## src/rtl/osd_pkg.sv

```systemverilog
package osd_pkg;
  localparam int POS_W   = 7;
  localparam int START_W = POS_W + 1;
  localparam int LVL_W   = 4;
  localparam int SIZE_W  = 2;
  localparam int REP_W   = 4;
  localparam int CPR_W   = 6;

  typedef logic [LVL_W-1:0] level_t;

  // scan lines spent on one glyph dot line
  function automatic logic [REP_W-1:0] lines_per_dot(input logic [SIZE_W-1:0] size,
                                                     input logic dbl);
    logic [REP_W-1:0] r;
    r = REP_W'(size) + REP_W'(1);
    return dbl ? (r << 1) : r;
  endfunction

  // first scan line of the row band
  function automatic logic [START_W-1:0] band_start(input logic [POS_W-1:0] pos,
                                                    input logic dbl);
    return dbl ? {pos, 1'b0} : {1'b0, pos};
  endfunction

  // characters that fit on a row, rounded to nearest
  function automatic logic [CPR_W-1:0] chars_fit(input logic [SIZE_W-1:0] size,
                                                 input logic wide16);
    logic [CPR_W-1:0] base;
    logic [CPR_W-1:0] h;
    base = wide16 ? CPR_W'(24) : CPR_W'(32);
    h    = CPR_W'(size) + CPR_W'(1);
    return (base + (h >> 1)) / h;
  endfunction

  // next intensity level
  function automatic level_t fade_next(input level_t lvl, input logic on,
                                       input logic fade, input logic tick);
    level_t top;
    top = '1;
    if (!fade)              return on ? top : '0;
    if (!tick)              return lvl;
    if (on && lvl != top)   return lvl + level_t'(1);
    if (!on && lvl != '0)   return lvl - level_t'(1);
    return lvl;
  endfunction
endpackage

```

## src/rtl/osd_line_track.sv

```systemverilog
module osd_line_track
  import osd_pkg::*;
#(
  parameter int LINE_W    = 10,
  parameter int DOT_LINES = 16,
  parameter int ROW_W     = 4
) (
  input  logic                         clk,
  input  logic                         rst_n,
  input  logic                         hsync,
  input  logic                         vsync,
  input  logic [START_W-1:0]           start_line,
  input  logic [REP_W-1:0]             rep,
  output logic [$clog2(DOT_LINES)-1:0] dot_line,
  output logic [ROW_W-1:0]             char_row,
  output logic                         line_step,
  output logic                         row_adv
);
  localparam int DOT_W = $clog2(DOT_LINES);
  localparam logic [LINE_W-1:0] LINE_MAX = '1;

  logic [LINE_W-1:0] line_q;
  logic [REP_W-1:0]  sub_q;
  logic [DOT_W-1:0]  dot_q;
  logic [ROW_W-1:0]  row_q;
  logic              in_band;
  logic              sub_last;

  assign in_band   = (line_q >= LINE_W'(start_line));
  assign line_step = hsync & ~vsync & in_band;
  assign sub_last  = (sub_q == rep - REP_W'(1));
  assign row_adv   = line_step & sub_last & (dot_q == DOT_W'(DOT_LINES - 1));

  always_ff @(posedge clk or negedge rst_n) begin
    if (!rst_n) begin
      line_q <= '0;
      sub_q  <= '0;
      dot_q  <= '0;
      row_q  <= '0;
    end else if (vsync) begin
      line_q <= '0;
      sub_q  <= '0;
      dot_q  <= '0;
      row_q  <= '0;
    end else if (hsync) begin
      if (line_q != LINE_MAX) line_q <= line_q + LINE_W'(1);
      if (line_step) begin
        if (sub_last) begin
          sub_q <= '0;
          dot_q <= row_adv ? '0 : dot_q + DOT_W'(1);
          if (row_adv) row_q <= row_q + ROW_W'(1);
        end else begin
          sub_q <= sub_q + REP_W'(1);
        end
      end
    end
  end

  assign dot_line = dot_q;
  assign char_row = row_q;
endmodule

```

## src/rtl/osd_fade_seq.sv

```systemverilog
module osd_fade_seq
  import osd_pkg::*;
(
  input  logic   clk,
  input  logic   rst_n,
  input  logic   vsync,
  input  logic   fade_en,
  input  logic   disp_on,
  output level_t level,
  output logic   active
);
  level_t level_q;

  always_ff @(posedge clk or negedge rst_n) begin
    if (!rst_n) level_q <= '0;
    else        level_q <= fade_next(level_q, disp_on, fade_en, vsync);
  end

  assign level  = level_q;
  assign active = disp_on | (level_q != '0);
endmodule

```

## src/rtl/osd_frame_ctl.sv

```systemverilog
module osd_frame_ctl
  import osd_pkg::*;
#(
  parameter int LINE_W    = 10,
  parameter int DOT_LINES = 16
) (
  input  logic       clk,
  input  logic       rst_n,
  input  logic       hsync,
  input  logic       vsync,
  input  logic       reg_wr,
  input  logic [7:0] reg_wdata,
  output logic [7:0] reg_rdata,
  input  logic [6:0] row_vpos,
  input  logic [1:0] size_sel,
  input  logic       wide_matrix,
  output logic       pll_clk_sel,
  output logic [3:0] char_row,
  output logic [3:0] dot_line,
  output logic       disp_active,
  output logic [3:0] fade_level,
  output logic [5:0] chars_per_row
);
  localparam int ROW_W = 4;

  logic [3:0]         ctrl_q;
  logic               dscan_w;
  logic               fade_en_w;
  logic               disp_on_w;
  logic [START_W-1:0] start_w;
  logic [REP_W-1:0]   rep_w;
  logic               line_step;
  logic               row_adv;
  level_t             level_w;

  always_ff @(posedge clk or negedge rst_n) begin
    if (!rst_n)      ctrl_q <= '0;
    else if (reg_wr) ctrl_q <= reg_wdata[7:4];
  end

  assign pll_clk_sel = ctrl_q[3];
  assign dscan_w     = ctrl_q[2];
  assign fade_en_w   = ctrl_q[1];
  assign disp_on_w   = ctrl_q[0];

  assign start_w = band_start(row_vpos, dscan_w);
  assign rep_w   = lines_per_dot(size_sel, dscan_w);

  osd_line_track #(
    .LINE_W   (LINE_W),
    .DOT_LINES(DOT_LINES),
    .ROW_W    (ROW_W)
  ) i_track (
    .clk       (clk),
    .rst_n     (rst_n),
    .hsync     (hsync),
    .vsync     (vsync),
    .start_line(start_w),
    .rep       (rep_w),
    .dot_line  (dot_line),
    .char_row  (char_row),
    .line_step (line_step),
    .row_adv   (row_adv)
  );

  osd_fade_seq i_fade (
    .clk    (clk),
    .rst_n  (rst_n),
    .vsync  (vsync),
    .fade_en(fade_en_w),
    .disp_on(disp_on_w),
    .level  (level_w),
    .active (disp_active)
  );

  assign fade_level    = level_w;
  assign reg_rdata     = {ctrl_q, char_row};
  assign chars_per_row = chars_fit(size_sel, wide_matrix);
endmodule

```

## config.mk

```make
export PLATFORM = sky130hd
export DESIGN_NAME = osd_frame_ctl
export DESIGN_NICKNAME = d
export VERILOG_FILES = /design/src/rtl/osd_pkg.sv /design/src/rtl/osd_line_track.sv /design/src/rtl/osd_fade_seq.sv /design/src/rtl/osd_frame_ctl.sv
export SDC_FILE = /design/constraint.sdc
export NUM_CORES = 1
export LEC_CHECK = 0
export BUFFER_PORTS_ARGS = -buffer_cell sky130_fd_sc_hd__buf_2
export CAP_MARGIN = 20
export CORE_ASPECT_RATIO = 0.7
export CORE_MARGIN = 5
export CORE_UTILIZATION = 60
export CTS_CLUSTER_SIZE = 16
export DETAILED_ROUTE_END_ITERATION = 8
export PLACE_DENSITY = 0.84
export SLEW_MARGIN = 5
export SYNTH_ARGS = -nofsm -noshare
export SYNTH_HDL_FRONTEND = slang
export SYNTH_SLANG_ARGS = --single-unit
```

## constraint.sdc

```tcl
create_clock -name clk -period 11.7 [get_ports clk]
set_clock_uncertainty 0.2 [all_clocks]
set_input_delay 1.17 -clock clk [delete_from_list [all_inputs] [get_ports clk]]
set_output_delay 1.17 -clock clk [all_outputs]
set_load 0.05 [all_outputs]
```

=== Word-level counts from Yosys, hierarchy flattened ===
Index checks and enable logic that the tools add are counted.

* Output and inout bits: 28
* Bits of input ports: 23
* Bits in registers: 30
* Logic and storage cells: 80

* Div/mod/pow operators: 1
* Multiplexer cells: 38
* $add $sub $neg: 10
* $lt $le $gt $ge: 1
* Reduce and logical (&&, ||, !) cells: 13
* Equal/unequal tests: 5
* Bitwise operators: 6

{| class="wikitable"
|+ Operator list
! cell !! number
|-
| $mux 4 || 24
|-
| $mux 10 || 3
|-
| $add 4x1->4 const B || 4
|-
| $add 10x1->10 const B || 1
|-
| $ge 10x8->1 || 1
|-
| $ne 10x10->1 const B || 1
|-
| $reduce_bool 2->1 || 5
|-
| $mux 1 || 9
|-
| $mux 8 || 1
|-
| $sub 4x1->4 const B || 2
|-
| $add 2x1->3 const B || 2
|-
| $add 6x2->6 || 1
|-
| $div 6x6->6 || 1
|-
| $mux 6 || 1
|-
| $and 1x1->1 || 4
|-
| $eq 4x4->1 || 1
|-
| $eq 4x4->1 const B || 1
|-
| $ne 4x1->1 const B || 1
|-
| $ne 4x4->1 const B || 1
|-
| $reduce_and 2->1 || 2
|-
| $reduce_and 4->1 || 1
|-
| $reduce_bool 4->1 || 1
|-
| $reduce_and 3->1 || 1
|-
| $logic_and 1x1->1 || 2
|-
| 3 further kinds || 3
|}

=== Depth between registers and ports, before layout ===
* Depth after elaboration: 12
* Depth in mapped cells: 28
* Depth with buffers taken out: 25

=== Cells and area by module ===
A second synthesis with hierarchy kept.

* Cell total of the unflattened synthesis: 343
* Area total of the unflattened synthesis: 3044.2 um^2

{| class="wikitable"
|+ Modules (own cells, without submodules)
! module !! instances !! cells an instance !! area an instance (um^2) !! sequential area each (um^2)
|-
| osd_line_track || 1 || 167 || 1556.5 || 550.5
|-
| osd_frame_ctl || 1 || 133 || 1113.6 || 100.1
|-
| osd_fade_seq || 1 || 43 || 374.1 || 100.1
|}

=== Least setup slack after synthesis ===
Ideal clock, no wire load.

* Kind: input port to output port
* From: input port size_sel[0]
* To: output port chars_per_row[0]
* Required time: 10.330 ns
* Data arrival time: 7.615 ns
* Path slack: 2.715 ns
* Stages on the path: 27
* Buffers on the path: 2
* Cell sequence: buf_4 inv_1 ha_1 buf_6 or4bb_1 o211ai_1 ha_1 xor2_1 nor4_1 nand2b_1 ha_1 and3_1 and2_1 mux2i_4 a31oi_1 xnor2_1 ha_1 inv_1 a31oi_1 or4_4 mux2_4 ha_1 and3_1 a2111o_1 a311o_1 o211ai_1 a211oi_1

* Cells in the longest elaborated chain, start to end: 3

{| class="wikitable"
|+ RTL lines
! what !! RTL line !! source
|-
| start: declaration || osd_frame_ctl.sv:15 || <nowiki>input logic [1:0] size_sel,</nowiki>
|-
| $add 2x1->3 * || osd_pkg.sv:31 || <nowiki>h = CPR_W'(size) + CPR_W'(1);</nowiki>
|-
| $add 6x2->6 || osd_pkg.sv:32 || <nowiki>return (base + (h >> 1)) / h;</nowiki>
|-
| $div 6x6->6 * || osd_pkg.sv:32 ||
|-
| end: declaration || osd_frame_ctl.sv:22 || <nowiki>output logic [5:0] chars_per_row</nowiki>
|}

Every way passes the cells marked *; elsewhere a longest branch is shown, timed or not.

=== Final worst setup path ===
Same ends and word-level chain as after synthesis.

==> qor.txt <==
DRT Wirelength: 6.630 mm
Pin count of the biggest net entering global routing: 36
DIE AREA: 6611 sq um
RSZ-0062 raised after global routing: false
Area contributors post-synth: dfrtp_1, ha_1, a21oi_1, nand2_1, mux2_2
Fin crit period: 9543 ps
DR iter-0 viols: 214
Worst-path clk slew: 60 ps
IO Count: 51
Final nets: 429
#FFs+latches synth: 30
Lkg Pwr: 1.490 nW
Average cell area after synthesis: 8.659 sq um
FMAX: 104.8 MHz
Starting Density: 62.86%
Sequential area share after synthesis: 24.70%
Most common cell on crit path: ha_1
TritonCTS sink count: 30
Gr usage total: 21.05%
Final period util: 81.57%
CTS tree: yes
Max-Cap Viols: 0
Critical Path Max Stage Delay: 580 ps
Synth Warn #: 0
Syn Inst Count: 351
Multi-input combinational cell area: 2031 sq um
Top cell type's share of synthesized area: 24.70%
Fillcell total: 408
Setup TNS: 0 ps
Most frequent cells in the layout: buf_2, dfrtp_1, ha_1
Commonest non-fill, non-tap cell in the layout: buf_2
Peak supply drop: 0.08217 mV
Mapped Area: 3039 sq um
Post-synthesis cell type count: 74
Share of layout cells above drive strength 1: 20.37%
CP startpoint kind: input pin
Setup bufs post-CTS: 0
Synth async-reset ratio: 100.0%
H-tree Lvls: 2
Worst rel slew slack: 49.58%
WL/cell: 14.83 microns
Cell taking the most area after synthesis: dfrtp_1
Fin. max-slew vios: 0
Cts repair resizes: 0
Worst Path Max Fanout: 24
Final ANT Viol Nets: 0
Die Wd: 95.07 microns
R2R Setup Slk: 8340 ps
Worst path slowest cell: ha_1
Gpl congestion: 0.8842
Critical Path RT: 10330 ps
Syn nets: 403
Total gr overflow: 0
Diodes inserted: 0
Post-DP HPWL: 4.867 mm
Final setup vio count: 0
# DRC: 0
First-pass GRT wire length: 11.51 mm
DR vias/cell: 6.076
Hold Violations, Final: 0
Setup Crit Path Kind: input pin to primary output
WP data arrival: 8170 ps
CTS Buf Count: 5
Crit path max-delay family: simple AND/OR/NAND/NOR gates
PwrDens: 119.3 nW/um^2
CP bufs+invs: 4
Vias in the first global route: 2539
Storage cell area: 750.7 sq um
Worst-Margin Slew: 750.0 ps
Port Buffers: 46
Site row count: 21
Total Power: 0.3912 mW
Area delta synth->final: 7.905%
Ys flop type: dfrtp_1
Hold Buf Count CTS: 0
Drt pass-1 iters: 4
Setup crit end kind: primary output
Status: completed
Clock Path Buffers: 2
Total core area: 4835 sq um
EDFF count, synth: 0
Clock latency on the worst-skew pair: 290 ps
Die height: 69.55 microns
Vias: 2716
Initial antenna violation count: 0
Worst Hold Class: register to register
Root buf cell: clkbuf_8
## metal layers
layer | up-vias | routed length [microns] | part of all wire (%) | GRT usage [%]
li1 | 1339 | - | - | -
met1 | 1293 | 3175 | 48 | 29.16
met2 | 76 | 3059 | 46 | 32.66
met3 | 8 | 349 | 5.3 | 5.965
met4 | 0 | 45 | 0.68 | 4.000
met5 | - | 0 | 0 | 0
## through the flow
stage	area [sq um]	cells	utilization (%)	setup slack, ps	hold WS [ps]
6_report	3279	447	67.83	2157	358.2
3_5_place_dp	3169	439	65.55	2240	331.0
2_1_floorplan	3039	351	-	2715	317.4
5_1_grt	3279	447	67.83	1821	388.5
4_1_cts	3279	447	67.83	2227	360.2
3_3_place_gp	3169	439	65.55	2359	308.1
## synthesized netlist by cell type (all sizes together), types with 4 or more instances
| cell | number |
|---|---|
| dfrtp | 30 |
| nand2 | 25 |
| a21o | 5 |
| a21oi | 19 |
| or3 | 7 |
| inv | 19 |
| nor2b | 9 |
| o21a | 5 |
| nand3 | 12 |
| buf | 20 |
| o211ai | 5 |
| xnor2 | 6 |
| o21ai | 10 |
| nor3 | 9 |
| mux2 | 9 |
| clkbuf | 7 |
| and2 | 4 |
| o31ai | 4 |
| nor2 | 22 |
| nand2b | 11 |
| mux2i | 9 |
| xor2 | 9 |
| ha | 29 |
## flip-flops by register name (all words and copies together), names as in the netlist
register,flops
i_track.dot_line,4
ctrl_q,4
i_fade.level,4
i_track.line_q,10
i_track.char_row,4
i_track.sub_q,4
## kinds of logic (layout without fill, tap and decap cells)
kind of cell | count (synthesis) | after routing | synth area share, %
compound gates | 86 | 86 | 20.75
xor+xnor | 15 | 15 | 4.323
fa+ha+maj | 29 | 29 | 11.94
buf+inv | 46 | 73 | 8.480
flops | 30 | 30 | 24.70
mux | 18 | 18 | 6.834
simple gates | 127 | 127 | 22.97
## where the power goes
group	switching, mW	internal, mW
registers	0.0129	0.110
clock network	0.0401	0.0593
logic	0.105	0.0638
## layout make-up
cell class	count	share of cell area [%]
Timing Repair Buffer	46	7.020
Clock buffer	8	3.358
Sequential cell	30	22.89
Tap cell	69	2.633
Inverter	19	2.175
Multi-Input combinational cell	275	61.92
## path summary, 6_finish.rpt
path / from / end / cells after the start
min reg2reg: ctrl_q[3]$_DFFE_PN0P_ / ctrl_q[3]$_DFFE_PN0P_ / 1
min: ctrl_q[3]$_DFFE_PN0P_ / ctrl_q[3]$_DFFE_PN0P_ / 1
max: size_sel[0] / chars_per_row[0] / 27
max in group asynchronous: rst_n / i_fade.level[1]$_DFFE_PN0P_ / 1
min in group asynchronous: rst_n / i_track.line_q[3]$_DFFE_PN0P_ / 1
max reg2reg: ctrl_q[2]$_DFFE_PN0P_ / i_track.char_row[0]$_DFFE_PN0P_ / 7
(Power assumes the default switching activity.)
